===== src/rtl/alu16_pkg.sv =====
package alu16_pkg;
    localparam int OP_W = 3;

    typedef enum logic [OP_W-1:0] {
        OP_NOP  = 3'b000,
        OP_ADD  = 3'b001,
        OP_SUB  = 3'b010,
        OP_MUL  = 3'b011,
        OP_AND  = 3'b100,
        OP_OR   = 3'b101,
        OP_XOR  = 3'b110,
        OP_PASS = 3'b111
    } alu_op_e;
endpackage


===== src/rtl/alu16_arith.sv =====
module alu16_arith #(
    parameter int W = 16
) (
    input  logic [W-1:0] a_i,
    input  logic [W-1:0] b_i,
    output logic [W-1:0] sum_o,
    output logic         sum_ovf_o,
    output logic [W-1:0] diff_o,
    output logic         diff_ovf_o,
    output logic [W-1:0] prod_o,
    output logic         prod_ovf_o
);
    localparam int PW = 2 * W;

    logic [W:0]            sum_ext;
    logic [W:0]            diff_ext;
    logic signed [PW-1:0]  prod_full;
    logic [W:0]            prod_top;

    always_comb begin
        sum_ext    = {a_i[W-1], a_i} + {b_i[W-1], b_i};
        diff_ext   = {a_i[W-1], a_i} - {b_i[W-1], b_i};
        prod_full  = PW'($signed(a_i)) * PW'($signed(b_i));
        prod_top   = prod_full[PW-1:W-1];
        sum_o      = sum_ext[W-1:0];
        sum_ovf_o  = sum_ext[W] ^ sum_ext[W-1];
        diff_o     = diff_ext[W-1:0];
        diff_ovf_o = diff_ext[W] ^ diff_ext[W-1];
        prod_o     = prod_full[W-1:0];
        prod_ovf_o = !((&prod_top) || (~|prod_top));
    end
endmodule


===== src/rtl/alu16_logic.sv =====
module alu16_logic #(
    parameter int W = 16
) (
    input  logic [W-1:0] a_i,
    input  logic [W-1:0] b_i,
    output logic [W-1:0] and_o,
    output logic [W-1:0] or_o,
    output logic [W-1:0] xor_o
);
    genvar i;
    generate
        for (i = 0; i < W; i++) begin : g_bit
            assign and_o[i] = a_i[i] & b_i[i];
            assign or_o[i]  = a_i[i] | b_i[i];
            assign xor_o[i] = a_i[i] ^ b_i[i];
        end
    endgenerate
endmodule


===== src/rtl/alu16.sv =====
module alu16
    import alu16_pkg::*;
#(
    parameter int W = 16
) (
    input  logic [OP_W-1:0] op_i,
    input  logic [W-1:0]    a_i,
    input  logic [W-1:0]    b_i,
    output logic [W-1:0]    res_o,
    output logic            zero_o,
    output logic            exc_o
);
    logic [W-1:0] sum, diff, prod, land, lor, lxor;
    logic         sum_ovf, diff_ovf, prod_ovf;
    alu_op_e      op;

    alu16_arith #(.W(W)) u_arith (
        .a_i(a_i), .b_i(b_i),
        .sum_o(sum),   .sum_ovf_o(sum_ovf),
        .diff_o(diff), .diff_ovf_o(diff_ovf),
        .prod_o(prod), .prod_ovf_o(prod_ovf)
    );

    alu16_logic #(.W(W)) u_logic (
        .a_i(a_i), .b_i(b_i),
        .and_o(land), .or_o(lor), .xor_o(lxor)
    );

    assign op = alu_op_e'(op_i);

    always_comb begin
        res_o = '0;
        exc_o = 1'b0;
        unique case (op)
            OP_NOP:  begin res_o = '0;   exc_o = 1'b0;     end
            OP_ADD:  begin res_o = sum;  exc_o = sum_ovf;  end
            OP_SUB:  begin res_o = diff; exc_o = diff_ovf; end
            OP_MUL:  begin res_o = prod; exc_o = prod_ovf; end
            OP_AND:  begin res_o = land; exc_o = 1'b0;     end
            OP_OR:   begin res_o = lor;  exc_o = 1'b0;     end
            OP_XOR:  begin res_o = lxor; exc_o = 1'b0;     end
            OP_PASS: begin res_o = b_i;  exc_o = 1'b0;     end
        endcase
        zero_o = ~|res_o;
    end
endmodule


===== config.mk =====
export PLATFORM = sky130hd
export DESIGN_NAME = alu16
export DESIGN_NICKNAME = d
export VERILOG_FILES = /design/src/rtl/alu16_pkg.sv /design/src/rtl/alu16_arith.sv /design/src/rtl/alu16_logic.sv /design/src/rtl/alu16.sv
export SDC_FILE = /design/constraint.sdc
export NUM_CORES = 1
export LEC_CHECK = 0
export BUFFER_PORTS_ARGS = -buffer_cell sky130_fd_sc_hd__buf_2
export CAP_MARGIN = 25
export CORE_ASPECT_RATIO = 2
export CORE_UTILIZATION = 45
export DETAILED_ROUTE_END_ITERATION = 8
export PLACE_DENSITY = 0.71
export SYNTH_ARGS = -nofsm -noshare
export SYNTH_HDL_FRONTEND = slang
export SYNTH_SLANG_ARGS = --single-unit

===== constraint.sdc =====
create_clock -name vclk -period 17.9
set_input_delay 2.685 -clock vclk [all_inputs]
set_output_delay 2.685 -clock vclk [all_outputs]
set_load 0.1 [all_outputs]

# Word level (Yosys, flattened, before mapping)
# Index checks and enable logic that the tools add are counted.
[op_classes]
shift = 0
eq_ne = 7
mul = 1
n_lt_le_gt_ge = 0
addsub = 2
bitwise_logic = 50
muxes = 2
reduce_logical = 9
n_div = 0
[op_table]
columns = ["cell", "n"]
rows = [
  ["16-bit one-hot mux with 8 select lines", 1],
  ["16-bit by 16-bit multiplier with 32-bit output", 1],
  ["1-bit XOR", 18],
  ["16-bit by 16-bit adder with 17-bit output", 1],
  ["17-bit AND reduction", 1],
  ["17-bit OR reduction", 1],
  ["16-bit by 16-bit subtractor with 17-bit output", 1],
  ["1-bit bitwise AND", 16],
  ["1-bit bitwise OR", 16],
  ["16-bit OR reduction", 1],
  ["3-bit equality test, second input constant", 4],
  ["3-bit by 2-bit equality test with 1-bit output, second input constant", 2],
  ["5-bit OR reduction", 1],
  ["1-bit one-hot mux with 4 select lines", 1],
  ["3-bit by 1-bit equality test with 1-bit output, second input constant", 1],
  ["1-bit logical NOT", 3],
  ["3-bit logical NOT", 1],
  ["1-bit logical OR", 1],
]
[word_totals]
mem_bits_ro = 0
mem_bits_rw = 0
mem_count = 0
register_bits = 0
out_inout_bits = 18
latchBits = 0
word_cells = 71

# Longest topological paths before layout
[depth]
depth_word = 6
mapped_depth = 28
mapped_depth_nobuf = 26

# Modules after synthesis
# A second synthesis with hierarchy kept.
[unflattened]
hier_cells = 1486
area_unflattened_um2 = 12849.8
[by_module_without_submodules]
columns = ["module", "area_each_um2", "n_inst", "seq_area_each_um2", "cells_per_inst"]
rows = [
  ["alu16_arith", 11185.7, 1, 0.0, 1276],
  ["alu16", 1083.5, 1, 0.0, 130],
  ["alu16_logic", 580.6, 1, 0.0, 80],
]

# Least setup slack after synthesis
# OpenSTA, ideal clock, no wires.
[synth_timing]
kind = "input port to output port"
start = "input port a_i[7]"
end = "output port zero_o"
arrival_ns = 10.740
cell_stages = 24
n_path_buf = 1
setup_slack_ns = 4.475
cell_sequence = "clkbuf_1 inv_1 nor2_1 fa_1 inv_1 fa_1 inv_1 fa_1 fa_1 fa_1 inv_1 fa_1 inv_1 ha_1 and3_1 and3_1 a211o_1 nand2_1 xnor2_1 a21oi_1 nor3b_1 a21oi_1 o221ai_1 nor4_2"
[synth_between]
elab_chain_len = 4
word_cells_on_any_way = 9
cone_classes = "add/sub (2); mul (1); mux (1); bitwise (3); reduce/logical (2)"
[synth_rtl]
columns = ["item", "line", "source"]
rows = [
  ["start, declared", "alu16.sv:7", "input logic [W-1:0] a_i,"],
  ["16-bit by 16-bit multiplier with 32-bit output (tied with other cells)", "alu16_arith.sv:23", "prod_full = PW'($signed(a_i)) * PW'($signed(b_i));"],
  ["16-bit one-hot mux with 8 select lines (*)", "alu16.sv:34", "unique case (op)"],
  ["named net res_o[15]", "alu16.sv:9", "output logic [W-1:0] res_o,"],
  ["16-bit OR reduction (*)", "alu16.sv:44", "zero_o = ~|res_o;"],
  ["1-bit logical NOT (*)", "alu16.sv:44", ""],
  ["end, declared", "alu16.sv:10", "output logic zero_o,"],
]
# Mark *: on every way through the listed nets, which the timed path passes. The rest lies on a longest branch.

# Worst setup path in the final report
[layout_timing]
start = "input port a_i[15]"
end = "output port exc_o"
[layout_between]
elab_chain_len = 6
word_cells_on_any_way = 11
cone_classes = "add/sub (2); mul (1); mux (1); bitwise (2); reduce/logical (5)"
[layout_rtl]
columns = ["item", "line", "source"]
rows = [
  ["16-bit by 16-bit multiplier with 32-bit output", "alu16_arith.sv:23", ""],
  ["17-bit OR reduction", "alu16_arith.sv:30", "prod_ovf_o = !((&prod_top) || (~|prod_top));"],
  ["1-bit logical NOT", "alu16_arith.sv:30", ""],
  ["1-bit logical OR", "alu16_arith.sv:30", ""],
  ["1-bit logical NOT", "alu16_arith.sv:30", ""],
  ["1-bit one-hot mux with 4 select lines (*)", "alu16.sv:34", ""],
  ["end, declared", "alu16.sv:11", "output logic exc_o"],
]
# Mark *: on every way between the ends. The rest lies on a longest branch, timed or not.

==> metrics.txt <==
status=finished, final reports clean; Post-CTS Hold Fix Bufs=0; final core utilization=between 40% and 50%; Final ANT Viol Nets=0; CP Cell Sequence=buf_2, inv_1, nor2_1, fa_1, fa_1, inv_1, fa_1, fa_1, fa_1, fa_1, inv_1, ha_1, a41oi_1, a21bo_2, nor2_1, a31o_2, o211ai_1, a2111oi_0, a311oi_1, and3_1, a32oi_1, nand2_1, nand3_1, buf_2; commonest non-fill, non-tap cell in the layout=inv_1; Overflow after GRT=0; Die Y=235 um; CP max stage cell=fa_1; Layout fillers=~2600; PostCTS Resize Cnt=0; Arrival @ worst endpoint=10.51 ns; Hold EP=res_o[4]; Die W=approximately 120 um; FFs & Latches=0; GPL Wtd Cong=a little over 1; row count=84; max_slew headroom=between 20% and 30%; first-pass GRT wire length=around 68 mm; Yosys top cell area share=between 40% and 50%; Final min period=~13 ns; final wirelength=43.2 mm; syn_nets=1866; post-synth top area cell=fa_1; Remaining DRCs=0; CP startpoint kind=primary input; Post-CTS Setup Bufs=0; Netlist Area Pre-Place=12200 um2; worst path required time=15.21 ns; Multi-input gate area=10800 um2; WS Path Type=in2out; register area=0 um2; Final Max Slew Viols=0; max-cap viol count=0; io pins=53; Final Hold Fails=0; RSZ-0062 raised after global routing=no; YS warnings=0; DRT Pass-1 Iters=5; fin crit share=73.7%; most frequent cells in the layout=inv_1 (296), fa_1 (264), nand2_1 (171), nor2_1 (152), ha_1 (131); count of different cell masters after synthesis=76; Vias/cell=6.06; largest net degree at the start of global routing=30; worst slew pin tran=~1.1 ns; die area=27800 um2; share of cells above drive strength 1=6.26%; WHS Path Cells=4; Core ar.=~26000 um2; Initial Utilization=between 40% and 50%; hpwl dp=34.9 mm; Area growth, synth to finish=4.15%; DR vias=10800; hold_sp=op_i[2]; Critical Path Max Stage Delay=0.61 ns; wire per inst=24.3 um; fin nets=1870; Mapped Avg Cell Area=8.50 um2; initial antenna violation count=1; top cells by area, synth=fa_1 (43%), ha_1 (13%), inv_1 (9.1%); post-synthesis sequential area ratio=0%; Post-Synthesis Cells=1436; vias in the first global route=11900; crit path capture type=primary output; max frequency=75.8 MHz; setup violators final=0; Hold WC Path Type=in2out; most frequent cell on the critical path=fa_1; Critical Path Fanout Max=14; setup TNS=0 ns; drt first-iter violations=810; CLK BUF=0; GRT Total Usage=32.6%; port buffer count=53
-- worst max-delay path by stage --
stage                 start  endpoint  slack [ns]  depth (start not counted)
floorplan            a_i[7]    zero_o        4.48                         24
global placement    a_i[15]     exc_o        4.85                         24
detailed placement  a_i[15]     exc_o        4.83                         24
CTS                 a_i[15]     exc_o        4.80                         24
global route        a_i[15]     exc_o        4.46                         24
finish              a_i[15]     exc_o        4.70                         24
-- layer usage --
metal,track usage [%],share of wire [%],vias to the layer above
li1,-,-,4584
met1,30.1,29,5319
met2,58.2,51,616
met3,7.69,7.9,286
met4,30.1,12,0
met5,0,0,-
-- layout make-up --
type	instances	share of cell area, %
Multi-Input combinational cell	1072	85.1
Inverter	310	9.20
Tap cell	344	3.39
Timing Repair Buffer	56	2.26
Antenna cell	1	0.0197
-- per-stage QoR --
step | cell area, um2 | setup slack (ns) | instances | hold slack (ns)
detailed placement | 12700 | 4.83 | 1781 | 6.14
global placement | 12700 | 4.85 | 1781 | 6.14
floorplan | 12200 | 4.48 | 1436 | 6.01
global route | 12700 | 4.46 | 1782 | 6.22
finish | 12700 | 4.70 | 1783 | 6.16
CTS | 12700 | 4.80 | 1781 | 6.14
-- cells in the mapped netlist (all sizes together) (11+ instances only) --
cell type / count
inv: 303
fa: 264
nand2: 171
nor2: 152
ha: 131
clkbuf: 48
a21oi: 46
o21ai: 45
nor3: 17
xnor2: 16
mux4: 13
nand3: 12
a21o: 11
-- logic make-up (layout without fill, tap and decap cells) --
logic type                 after synthesis  count (layout)  share of synthesized area, %
adders and majority gates              395             395                          56.7
and+or+nand+nor                        414             414                          14.6
xor gates and xnor gates                26              26                          2.20
other                                    0               1                             0
AOI/OAI and AO/OA                      218             218                          12.2
muxes                                   19              19                          2.91
buffers and inverters                  364             366                          11.3
-- worst max-delay path, delay by kind of cell --
kind | cells | cell delay (ns)
adders and majority gates | 7 | 3.47
and+or+nand+nor | 5 | 0.91
AOI/OAI and AO/OA | 7 | 2.00
buffers and inverters | 5 | 1.44
